--- src/rtl/port4_pkg.sv ---
package port4_pkg;
  typedef enum logic [1:0] {
    PM_BUS_FIXED = 2'd0,
    PM_BUS_SEL   = 2'd1,
    PM_GPIO      = 2'd2
  } port_mode_e;

  function automatic port_mode_e decode_mode(input logic [2:0] m);
    if (m <= 3'd4)      return PM_BUS_FIXED;
    else if (m == 3'd5) return PM_BUS_SEL;
    else                return PM_GPIO;
  endfunction
endpackage

--- src/rtl/port4_ddr_reg.sv ---
module port4_ddr_reg import port4_pkg::*; #(
  parameter int N_PINS = 4
) (
  input  logic              clk_i,
  input  logic              rst_ni,
  input  port_mode_e        pmode_i,
  input  logic              wr_i,
  input  logic [N_PINS-1:0] wdata_i,
  output logic [N_PINS-1:0] ddr_o
);
  logic [N_PINS-1:0] ddr_q;
  logic              wr_ok;

  // fixed-bus modes lock the register
  assign wr_ok = wr_i && (pmode_i != PM_BUS_FIXED);

  always_ff @(posedge clk_i or negedge rst_ni) begin
    if (!rst_ni)    ddr_q <= '0;
    else if (wr_ok) ddr_q <= wdata_i;
  end

  assign ddr_o = (pmode_i == PM_BUS_FIXED) ? '1 : ddr_q;

  AST_DDR_HOLD: assert property (@(posedge clk_i) disable iff (!rst_ni)
    !wr_ok |=> $stable(ddr_q));
endmodule

--- src/rtl/port4_in_sync.sv ---
module port4_in_sync #(
  parameter int WIDTH  = 4,
  parameter int STAGES = 2
) (
  input  logic             clk_i,
  input  logic             rst_ni,
  input  logic [WIDTH-1:0] d_i,
  output logic [WIDTH-1:0] q_o
);
  logic [WIDTH-1:0] stg_q [STAGES];

  for (genvar s = 0; s < STAGES; s++) begin : g_stg
    always_ff @(posedge clk_i or negedge rst_ni) begin
      if (!rst_ni)     stg_q[s] <= '0;
      else if (s == 0) stg_q[s] <= d_i;
      else             stg_q[s] <= stg_q[(s == 0) ? 0 : s-1];
    end
  end

  assign q_o = stg_q[STAGES-1];
endmodule

--- src/rtl/port4_pin_mux.sv ---
module port4_pin_mux import port4_pkg::*; #(
  parameter int N_PINS = 4
) (
  input  port_mode_e        pmode_i,
  input  logic [N_PINS-1:0] ddr_i,
  input  logic [N_PINS-1:0] dr_i,
  input  logic [N_PINS-1:0] pcr_i,
  input  logic [N_PINS-1:0] adr_i,
  output logic [N_PINS-1:0] pin_o,
  output logic [N_PINS-1:0] oe_o,
  output logic [N_PINS-1:0] pull_o
);
  logic use_dr;
  logic pull_ok;

  assign use_dr  = (pmode_i == PM_GPIO);
  assign pull_ok = (pmode_i != PM_BUS_FIXED);

  for (genvar k = 0; k < N_PINS; k++) begin : g_pin
    assign oe_o[k]   = ddr_i[k];
    assign pin_o[k]  = ddr_i[k] & (use_dr ? dr_i[k] : adr_i[k]);
    assign pull_o[k] = pull_ok & pcr_i[k] & ~ddr_i[k];
  end
endmodule

--- src/rtl/port4_mode_ctl.sv ---
module port4_mode_ctl import port4_pkg::*; #(
  parameter int N_PINS = 4,
  parameter int ADDR_W = 12,
  parameter int DATA_W = 8,
  parameter logic [ADDR_W-1:0] DDR_OFS = 'h004,
  parameter logic [ADDR_W-1:0] DR_OFS  = 'hFD4,
  parameter logic [ADDR_W-1:0] PCR_OFS = 'h03F
) (
  input  logic              clk_i,
  input  logic              rst_ni,
  input  logic [2:0]        mode_i,
  input  logic              bus_sel_i,
  input  logic              bus_we_i,
  input  logic [ADDR_W-1:0] bus_addr_i,
  input  logic [DATA_W-1:0] bus_wdata_i,
  output logic [DATA_W-1:0] bus_rdata_o,
  input  logic [N_PINS-1:0] adr_i,
  input  logic [N_PINS-1:0] pin_i,
  output logic [N_PINS-1:0] pin_o,
  output logic [N_PINS-1:0] pin_oe_o,
  output logic [N_PINS-1:0] pull_en_o
);
  localparam int RSV_W = DATA_W - N_PINS;

  port_mode_e        pmode;
  logic              wr_ddr, wr_dr, wr_pcr;
  logic [N_PINS-1:0] ddr_eff, dr_q, pcr_q, pin_sync, dr_view;

  assign pmode  = decode_mode(mode_i);
  assign wr_ddr = bus_sel_i && bus_we_i && (bus_addr_i == DDR_OFS);
  assign wr_dr  = bus_sel_i && bus_we_i && (bus_addr_i == DR_OFS);
  assign wr_pcr = bus_sel_i && bus_we_i && (bus_addr_i == PCR_OFS);

  port4_ddr_reg #(.N_PINS(N_PINS)) ddr_i (
    .clk_i  (clk_i),
    .rst_ni (rst_ni),
    .pmode_i(pmode),
    .wr_i   (wr_ddr),
    .wdata_i(bus_wdata_i[N_PINS-1:0]),
    .ddr_o  (ddr_eff)
  );

  always_ff @(posedge clk_i or negedge rst_ni) begin
    if (!rst_ni) begin
      dr_q  <= '0;
      pcr_q <= '0;
    end else begin
      if (wr_dr)  dr_q  <= bus_wdata_i[N_PINS-1:0];
      if (wr_pcr) pcr_q <= bus_wdata_i[N_PINS-1:0];
    end
  end

  port4_in_sync #(.WIDTH(N_PINS), .STAGES(2)) sync_i (
    .clk_i (clk_i),
    .rst_ni(rst_ni),
    .d_i   (pin_i),
    .q_o   (pin_sync)
  );

  port4_pin_mux #(.N_PINS(N_PINS)) mux_i (
    .pmode_i(pmode),
    .ddr_i  (ddr_eff),
    .dr_i   (dr_q),
    .pcr_i  (pcr_q),
    .adr_i  (adr_i),
    .pin_o  (pin_o),
    .oe_o   (pin_oe_o),
    .pull_o (pull_en_o)
  );

  assign dr_view = (ddr_eff & dr_q) | (~ddr_eff & pin_sync);

  always_comb begin
    bus_rdata_o = '0;
    if (bus_addr_i == DDR_OFS)      bus_rdata_o = '1;
    else if (bus_addr_i == DR_OFS)  bus_rdata_o = {{RSV_W{1'b1}}, dr_view};
    else if (bus_addr_i == PCR_OFS) bus_rdata_o = {{RSV_W{1'b1}}, pcr_q};
  end

  AST_FIXED_ALL_OUT: assert property (@(posedge clk_i) disable iff (!rst_ni)
    (mode_i <= 3'd4) |-> (pin_oe_o == '1 && pull_en_o == '0 && pin_o == adr_i));
  AST_GPIO_DATA: assert property (@(posedge clk_i) disable iff (!rst_ni)
    (mode_i >= 3'd6) |-> (((pin_o ^ dr_q) & pin_oe_o) == '0));
  AST_BUS_SEL_ADR: assert property (@(posedge clk_i) disable iff (!rst_ni)
    (mode_i == 3'd5) |-> (((pin_o ^ adr_i) & pin_oe_o) == '0));
  AST_NO_PULL_ON_OUT: assert property (@(posedge clk_i) disable iff (!rst_ni)
    (pull_en_o & pin_oe_o) == '0);
  AST_UNDRIVEN_LOW: assert property (@(posedge clk_i) disable iff (!rst_ni)
    (pin_o & ~pin_oe_o) == '0);
  AST_DDR_RD_ONES: assert property (@(posedge clk_i) disable iff (!rst_ni)
    (bus_addr_i == DDR_OFS) |-> (bus_rdata_o == '1));
  AST_DR_RSV_ONES: assert property (@(posedge clk_i) disable iff (!rst_ni)
    (bus_addr_i == DR_OFS) |-> (bus_rdata_o[DATA_W-1:N_PINS] == '1));
endmodule

--- config.mk ---
export PLATFORM = sky130hd
export DESIGN_NAME = port4_mode_ctl
export DESIGN_NICKNAME = d
export VERILOG_FILES = /design/src/rtl/port4_pkg.sv /design/src/rtl/port4_ddr_reg.sv /design/src/rtl/port4_in_sync.sv /design/src/rtl/port4_pin_mux.sv /design/src/rtl/port4_mode_ctl.sv
export SDC_FILE = /design/constraint.sdc
export NUM_CORES = 1
export LEC_CHECK = 0
export ABC_CLOCK_PERIOD_IN_PS = 1700
export BUFFER_PORTS_ARGS = -buffer_cell sky130_fd_sc_hd__buf_2
export CORE_MARGIN = 5
export CORE_UTILIZATION = 39
export DETAILED_ROUTE_END_ITERATION = 16
export GPL_TIMING_DRIVEN = 0
export PLACE_DENSITY = 0.74
export SLEW_MARGIN = 30
export SYNTH_ARGS = -nofsm -noshare
export SYNTH_HDL_FRONTEND = slang
export SYNTH_SLANG_ARGS = --single-unit
--- constraint.sdc ---
create_clock -name clk_i -period 1.7 [get_ports clk_i]
set_clock_uncertainty 0.05 [all_clocks]
set_input_delay 0.17 -clock clk_i [delete_from_list [all_inputs] [get_ports clk_i]]
set_output_delay 0.17 -clock clk_i [all_outputs]
set_load 0.02 [all_outputs]
==> results of run 1 <==
==> what timing repair did <==
item | 4_1_cts | 5_1_grt
hold buffers | 5 | 0
setup buffers | 0 | 2
gates resized for setup | 30 | 1
setup endpoints to repair | 28 | 20
pin swaps | 8 | 1
hold endpoints to repair | 24 | 0
==> metal layers <==
layer / share of wire / vias up / wire [um]
met1: 0.37 / 461 / 1090
met4: 0.025 / 0 / 73
met3: 0.077 / 10 / 227
met2: 0.53 / 45 / 1570
li1: - / 446 / -
met5: 0 / - / 0
==> layout make-up <==
class                           instances  area share
Multi-Input combinational cell         64       0.346
Tap cell                               30      0.0244
Sequential cell                        20       0.325
Buffer                                  4      0.0293
Inverter                                4     0.00976
Clock buffer                            4      0.0236
Timing Repair Buffer                   57       0.241
==> stage by stage <==
stage	setup WS (ns)	hold slack, ns	setup TNS (ns)	power [uW]
floorplan	-0.453	-0.176	-4.83	547
global placement	-0.605	0.0826	-9.30	616
detailed placement	-0.624	0.0907	-9.45	619
CTS	-0.208	0.0595	-2.34	907
global route	-0.262	0.0558	-3.00	945
finish	-0.230	0.0508	-2.46	915
==> worst paths after layout <==
path                                             end  slack, ns  cells past startpoint
max in group asynchronous  sync_i.stg_q[4]$_DFF_PN0_       1.03                      2
hold / removal                  pcr_q[0]$_DFFE_PN0P_       0.05                      2
setup / recovery                      bus_rdata_o[5]      -0.23                      6
setup reg to reg                pcr_q[1]$_DFFE_PN0P_       0.85                      1
min in group asynchronous    sync_i.q_o[0]$_DFF_PN0_       0.27                      2
hold reg to reg              sync_i.q_o[3]$_DFF_PN0_       0.31                      0
==> state kept, by name, summed over array words and instances, names as in the netlist <==
register	cells
dr_q	4
sync_i.q_o	4
pcr_q	4
ddr_i.ddr_q	4
sync_i.stg_q	4
==> cell usage after synthesis, drive strengths merged (2+ instances only) <==
| cell type | number |
|---|---|
| dfrtp | 20 |
| mux2 | 12 |
| a21oi | 8 |
| nand2 | 8 |
| nor2 | 7 |
| buf | 5 |
| nand3 | 5 |
| and2 | 4 |
| inv | 4 |
| mux2i | 4 |
| o22ai | 4 |
| nor4 | 3 |
| nand4 | 2 |
| o21ai | 2 |
==> cell families (layout without fill, tap and decap cells) <==
kind of cell	Yosys count	count (layout)	synth area share
buffers and inverters	9	69	0.0593
multiplexers	16	16	0.188
AND/OR/NAND/NOR	34	34	0.184
flip-flops	20	20	0.494
AO/OA/AOI/OAI	14	14	0.0742
==> where the power goes <==
part | leakage, uW | switching (uW) | internal, uW
clock network | 0.0000210 | 153 | 131
registers | 0.000261 | 3.76 | 486
logic | 0.000499 | 82.6 | 59.7
total | 0.000780 | 239 | 676
==> worst max-delay path, delay by kind of cell <==
family	cells	cell delay (ns)
compound gates	1	0.13
buf+inv	3	0.31
simple gates	2	1.09
==> cells in the final DEF, fill, tap and decap left out, drive strengths merged, types with 2 or more instances in the layout <==
cell type	Yosys	routed
buf	5	56
dfrtp	20	20
mux2	12	12
a21oi	8	8
nand2	8	8
nor2	7	7
nand3	5	5
dlygate4sd3	0	5
mux2i	4	4
inv	4	4
and2	4	4
o22ai	4	4
clkbuf	0	4
nor4	3	3
nand4	2	2
o21ai	2	2
==> results.yml, run 1 <==
outcome:
  status: "complete, but fails checks"
  failed_checks: "setup timing"
detailed_routing:
  vias: 962
  drc: 0
  viasPerCell: 5.26
  wl_per_cell_um: 16.2
  drtPass1Iterations: 5
  drt_iter0_drc: 37
  postRouteAntennaNets: 0
  wl_mm: 2.96
timing:
  maxSlewViolCount: 0
  fin_crit_sh: 1.14
  slew_headroom: 0.649
  setup_viol: 14
  setup_ws_ns: -0.230
  post-route-min-period_ns: 1.93
  worst_pin_slew_ns: 0.523
  hold_violations: 0
  grt_setup_unrepaired: "true"
  clock.fmax_ghz: 0.518
yosys:
  syn_nets: 128
  synth-seq-cells: 20
  avgSynthCellArea_um2: 10.9
  synthTopCellsByArea: "dfrtp_1, mux2_4, mux2_1, mux2_2, a21oi_1"
  yosysTopAreaCell: "dfrtp_1"
  syn-instance-count: 93
  ys_seq_area_frac: 0.494
  synth-edff-count: 0
  netlist_area_um2: 1010
  synth.distinct_cells: 24
  ys_dominant_reg_cell: "dfrtp_1"
  yosys_warnings: 0
  yosysTopAreaCellShare: 0.494
  async_flop_share: 1.00
finish:
  fin_nets: 189
  seqCellArea_um2: 500
  multiInputGateArea_um2: 533
  stdcell_count: 183
  diodes: 0
  syn_to_final_growth_pct: 52.0
  layout-drive-gt1-share: 0.516
  fill_cells: 213
  finish.utilization: 0.621
  finalInstanceArea_um2: 1540
global_route:
  gr-total-overflow: 0
  grtUsageMet3: 0.0383
  grt_pass1_wl_mm: 4.59
  grt_util_met2: 0.305
  grt_pass1_vias: 1038
  globalRouteTotalUtil: 0.170
  globalRoute.busiestLayer: "met2"
  grt_max_degree: 21
  antenna_found_initial: 0
  met1_usage: 0.189
place:
  placed_area_um2: 1320
  dp_cells: 173
  gp_congestion: 0.832
  detailedPlacementHpwl_mm: 2.05
  portBuffers: 50
worst_setup_path:
  rr_startpoint: "pcr_q[1]$_DFFE_PN0P_"
  crit_path_top_delay_cell: "or4b_4"
  crit_top_cell: "buf_6"
  worstSetupPathType: "in2out"
  cp_max_fo: 6
  setup.worst_path.end_class: "output port"
  cp-start-kind: "input port"
  cp.required_ns: 1.48
  cp_cell_sequence: "buf_6 -> or4b_4 -> or4_4 -> o21ai_4 -> buf_6 -> buf_6"
  crit_start: "bus_addr_i[3]"
  critPathMaxStageDelay_ns: 0.56
  cp_data_arrival_time_ns: 1.71
cts:
  cts.path.max_buffers: 2
  numCtsBuffers: 3
  cts_root_buffer: "clkbuf_4"
  clock-sinks: 20
  htree_levels: 1
  cts_tree: "done"
  clkTransAtPathRegs_ns: 0.11
  clk_latency_ns: 0.31
floorplan:
  die_w_um: 60.9
  ios: 55
  initial_utilization: 0.409
  dieHeight_um: 60.9
  coreArea_um2: 2480
  dieArea_um2: 3710
  rows: 18
power_and_ir_drop:
  power.leakage_uw: 0.000780
  vdd_ir_drop_max_v: 0.000569
  power.density_nw_per_um2: 595
worst_hold_path:
  worstHoldStart: "bus_wdata_i[0]"
  min_path_type: "in2reg"
flow_run:
  drv_cap: 0
No activity file was read; power rests on OpenSTA's default activity.
==> inputs of run 2 (changes only) <==
- CORE_MARGIN: 5 -> default
- CORE_UTILIZATION: 39 -> 41
- SYNTH_HIERARCHICAL: default -> 1
==> run 2 against run 1 <==
  * The run now ends clean
  * Global-route usage up 2.2 points
  * Sequential share of layout area down 2.3 points
  * Die area down 16%
  * Register-to-register slack worse by 0.08 ns
  * Hold slack better by 0.018 ns
  * Critical endpoint is now bus_rdata_o[1]
==> results.yml, run 2 <==
outcome:
  status: "complete, no violations"
timing:
  grt_setup_unrepaired: "true"
  fin_crit_sh: 0.998
  tns_ns: 0
  maxSlewViolCount: 0
  setup_viol: 0
  clock.fmax_ghz: 0.589
  setup_ws_ns: 0.00333
  post-route-min-period_ns: 1.70
  slew_headroom: 0.712
  hold_violations: 0
  worst_pin_slew_ns: 0.433
place:
  gp_congestion: 0.867
  dp_cells: 184
  dp_worst_setup_slack_ns: -0.150
  detailedPlacementHpwl_mm: 2.03
  portBuffers: 49
finish:
  layout-drive-gt1-share: 0.574
  final_common_cell: "buf_2"
  multiInputGateArea_um2: 621
  seqCellArea_um2: 500
  stdcell_count: 200
  fin_nets: 206
  syn_to_final_growth_pct: 38.9
  fill_cells: 246
  mostFrequentLayoutCells: "buf_2, buf_4, dfrtp_1"
  diodes: 0
  finish.utilization: 0.601
cts:
  cts_root_buffer: "clkbuf_4"
  clkTransAtPathRegs_ns: 0.11
  clock-sinks: 20
  htree_levels: 1
  clk_latency_ns: 0.30
  cts_tree: "done"
  cts.path.max_buffers: 2
  numCtsBuffers: 3
detailed_routing:
  drt_iter0_drc: 23
  vias: 1069
  postRouteAntennaNets: 0
  drc: 0
  viasPerCell: 5.35
  wl_per_cell_um: 14.7
  wl_mm: 2.93
  drtPass1Iterations: 4
yosys:
  avgSynthCellArea_um2: 11.5
  ys_seq_area_frac: 0.419
  synth-seq-cells: 20
  async_flop_share: 1.00
  ys_dominant_reg_cell: "dfrtp_1"
  ys_top_cells_by_count: "dfrtp_1, buf_4, nand2_1"
  yosys_warnings: 6
  synth.distinct_cells: 24
  netlist_area_um2: 1190
  synth-edff-count: 0
  synthTopCellsByArea: "dfrtp_1, mux2_4, buf_4, mux2i_1, nand2_1"
  syn_nets: 139
  syn-instance-count: 104
  yosysTopAreaCell: "dfrtp_1"
  yosysMostFrequentCell: "dfrtp_1"
  yosysTopAreaCellShare: 0.419
power_and_ir_drop:
  total_power_uw: 902
  power.leakage_uw: 0.000837
  vdd_ir_drop_max_v: 0.000496
  power.density_nw_per_um2: 544
worst_setup_path:
  setup.worst_path.end_class: "output port"
  cp-start-kind: "register"
  cp.required_ns: 1.48
  cp_max_fo: 5
  worstSetupPathType: "reg2out"
  cp_data_arrival_time_ns: 1.48
global_route:
  grt_max_degree: 21
  gr-total-overflow: 0
  grt_pass1_vias: 1044
  grt_pass1_wl_mm: 4.67
  globalRouteTotalUtil: 0.192
  antenna_found_initial: 0
floorplan:
  coreArea_um2: 2760
  die_w_um: 56.0
  rows: 19
  ios: 55
  dieArea_um2: 3130
  dieHeight_um: 56.0
  initial_utilization: 0.433
flow_run:
  drv_cap: 0
worst_hold_path:
  min_path_type: "in2reg"
[run 2: cell types whose count changed in the layout (fill, tap and decap cells not counted), sizes merged, moves of 4 or more]
cell,change
buf,+15
a21oi,-8
and4,+5
nor3b,+5
inv,-4
mux2i,+4
nand3,-4
nand4,+4
o221ai,+4
o22ai,-4
[run 2: path summary, 6_finish.rpt]
| check | startpoint | end | slack (ns) | depth (start not counted) |
|---|---|---|---|---|
| worst max-delay path | ddr_i/ddr_q[1]$_DFFE_PN0P_ | bus_rdata_o[1] | 0.003 | 4 |
| worst min-delay path | bus_wdata_i[0] | ddr_i/ddr_q[0]$_DFFE_PN0P_ | 0.07 | 2 |
| worst max register to register | ddr_i/ddr_q[3]$_DFFE_PN0P_ | ddr_i/ddr_q[3]$_DFFE_PN0P_ | 0.77 | 2 |
| worst min register to register | sync_i/stg_q[6]$_DFF_PN0_ | sync_i/q_o[2]$_DFF_PN0_ | 0.31 | 0 |
| max in group asynchronous | rst_ni | sync_i/q_o[2]$_DFF_PN0_ | 1.01 | 2 |
| min in group asynchronous | rst_ni | sync_i/stg_q[5]$_DFF_PN0_ | 0.29 | 2 |
[run 2: report_power, final]
| group | switching, uW | internal (uW) | total [uW] |
|---|---|---|---|
| Sequential | 2.95 | 485 | 488 |
| Combinational | 98.9 | 95.0 | 194 |
| Clock | 138 | 82.5 | 220 |
| Total | 239 | 663 | 902 |
[run 2: layout make-up]
type,instances,share of cell area
tap,31,0.0234
sequential,20,0.302
buffer,14,0.0664
multi-input combinational,70,0.374
clock buffer,3,0.0136
timing repair buffer,62,0.220
[run 2: timing repair]
| action | CTS | global route |
|---|---|---|
| hold endpoints to repair | 24 | 0 |
| resized for setup | 8 | 7 |
| pin swaps | 5 | 5 |
| hold buffers | 5 | 0 |
| setup endpoints to repair | 10 | 7 |
| buffers inserted | 1 | 7 |
| cloned | 0 | 0 |
[run 2: metal layers]
layer,up-vias,track usage,routed length [um]
met2,50,0.330,1500
met1,513,0.239,1230
met5,-,0,0
li1,502,-,-
met3,4,0.0465,182
met4,0,0.0592,29
[run 2: stage by stage]
stage | hold slack, ns | cell area (um2)
2_1_floorplan | -0.176 | 1190
3_5_place_dp | 0.0879 | 1480
5_1_grt | 0.0521 | 1660
4_1_cts | 0.0655 | 1580
3_3_place_gp | 0.0792 | 1480
6_report | 0.0684 | 1660
[run 2: cell families after synthesis]
family / count (synthesis) / share of synthesized area
multiplexers: 20 / 0.209
AO/OA/AOI/OAI: 6 / 0.0493
AND/OR/NAND/NOR: 44 / 0.231
buffers and inverters: 14 / 0.0922
flip-flops: 20 / 0.419
[run 2: worst max-delay path: stages, from the launching register on]
cell,delay [ns]
dfrtp_1,0.40
or2_4,0.26
mux2i_2,0.16
o221ai_2,0.17
buf_4,0.18
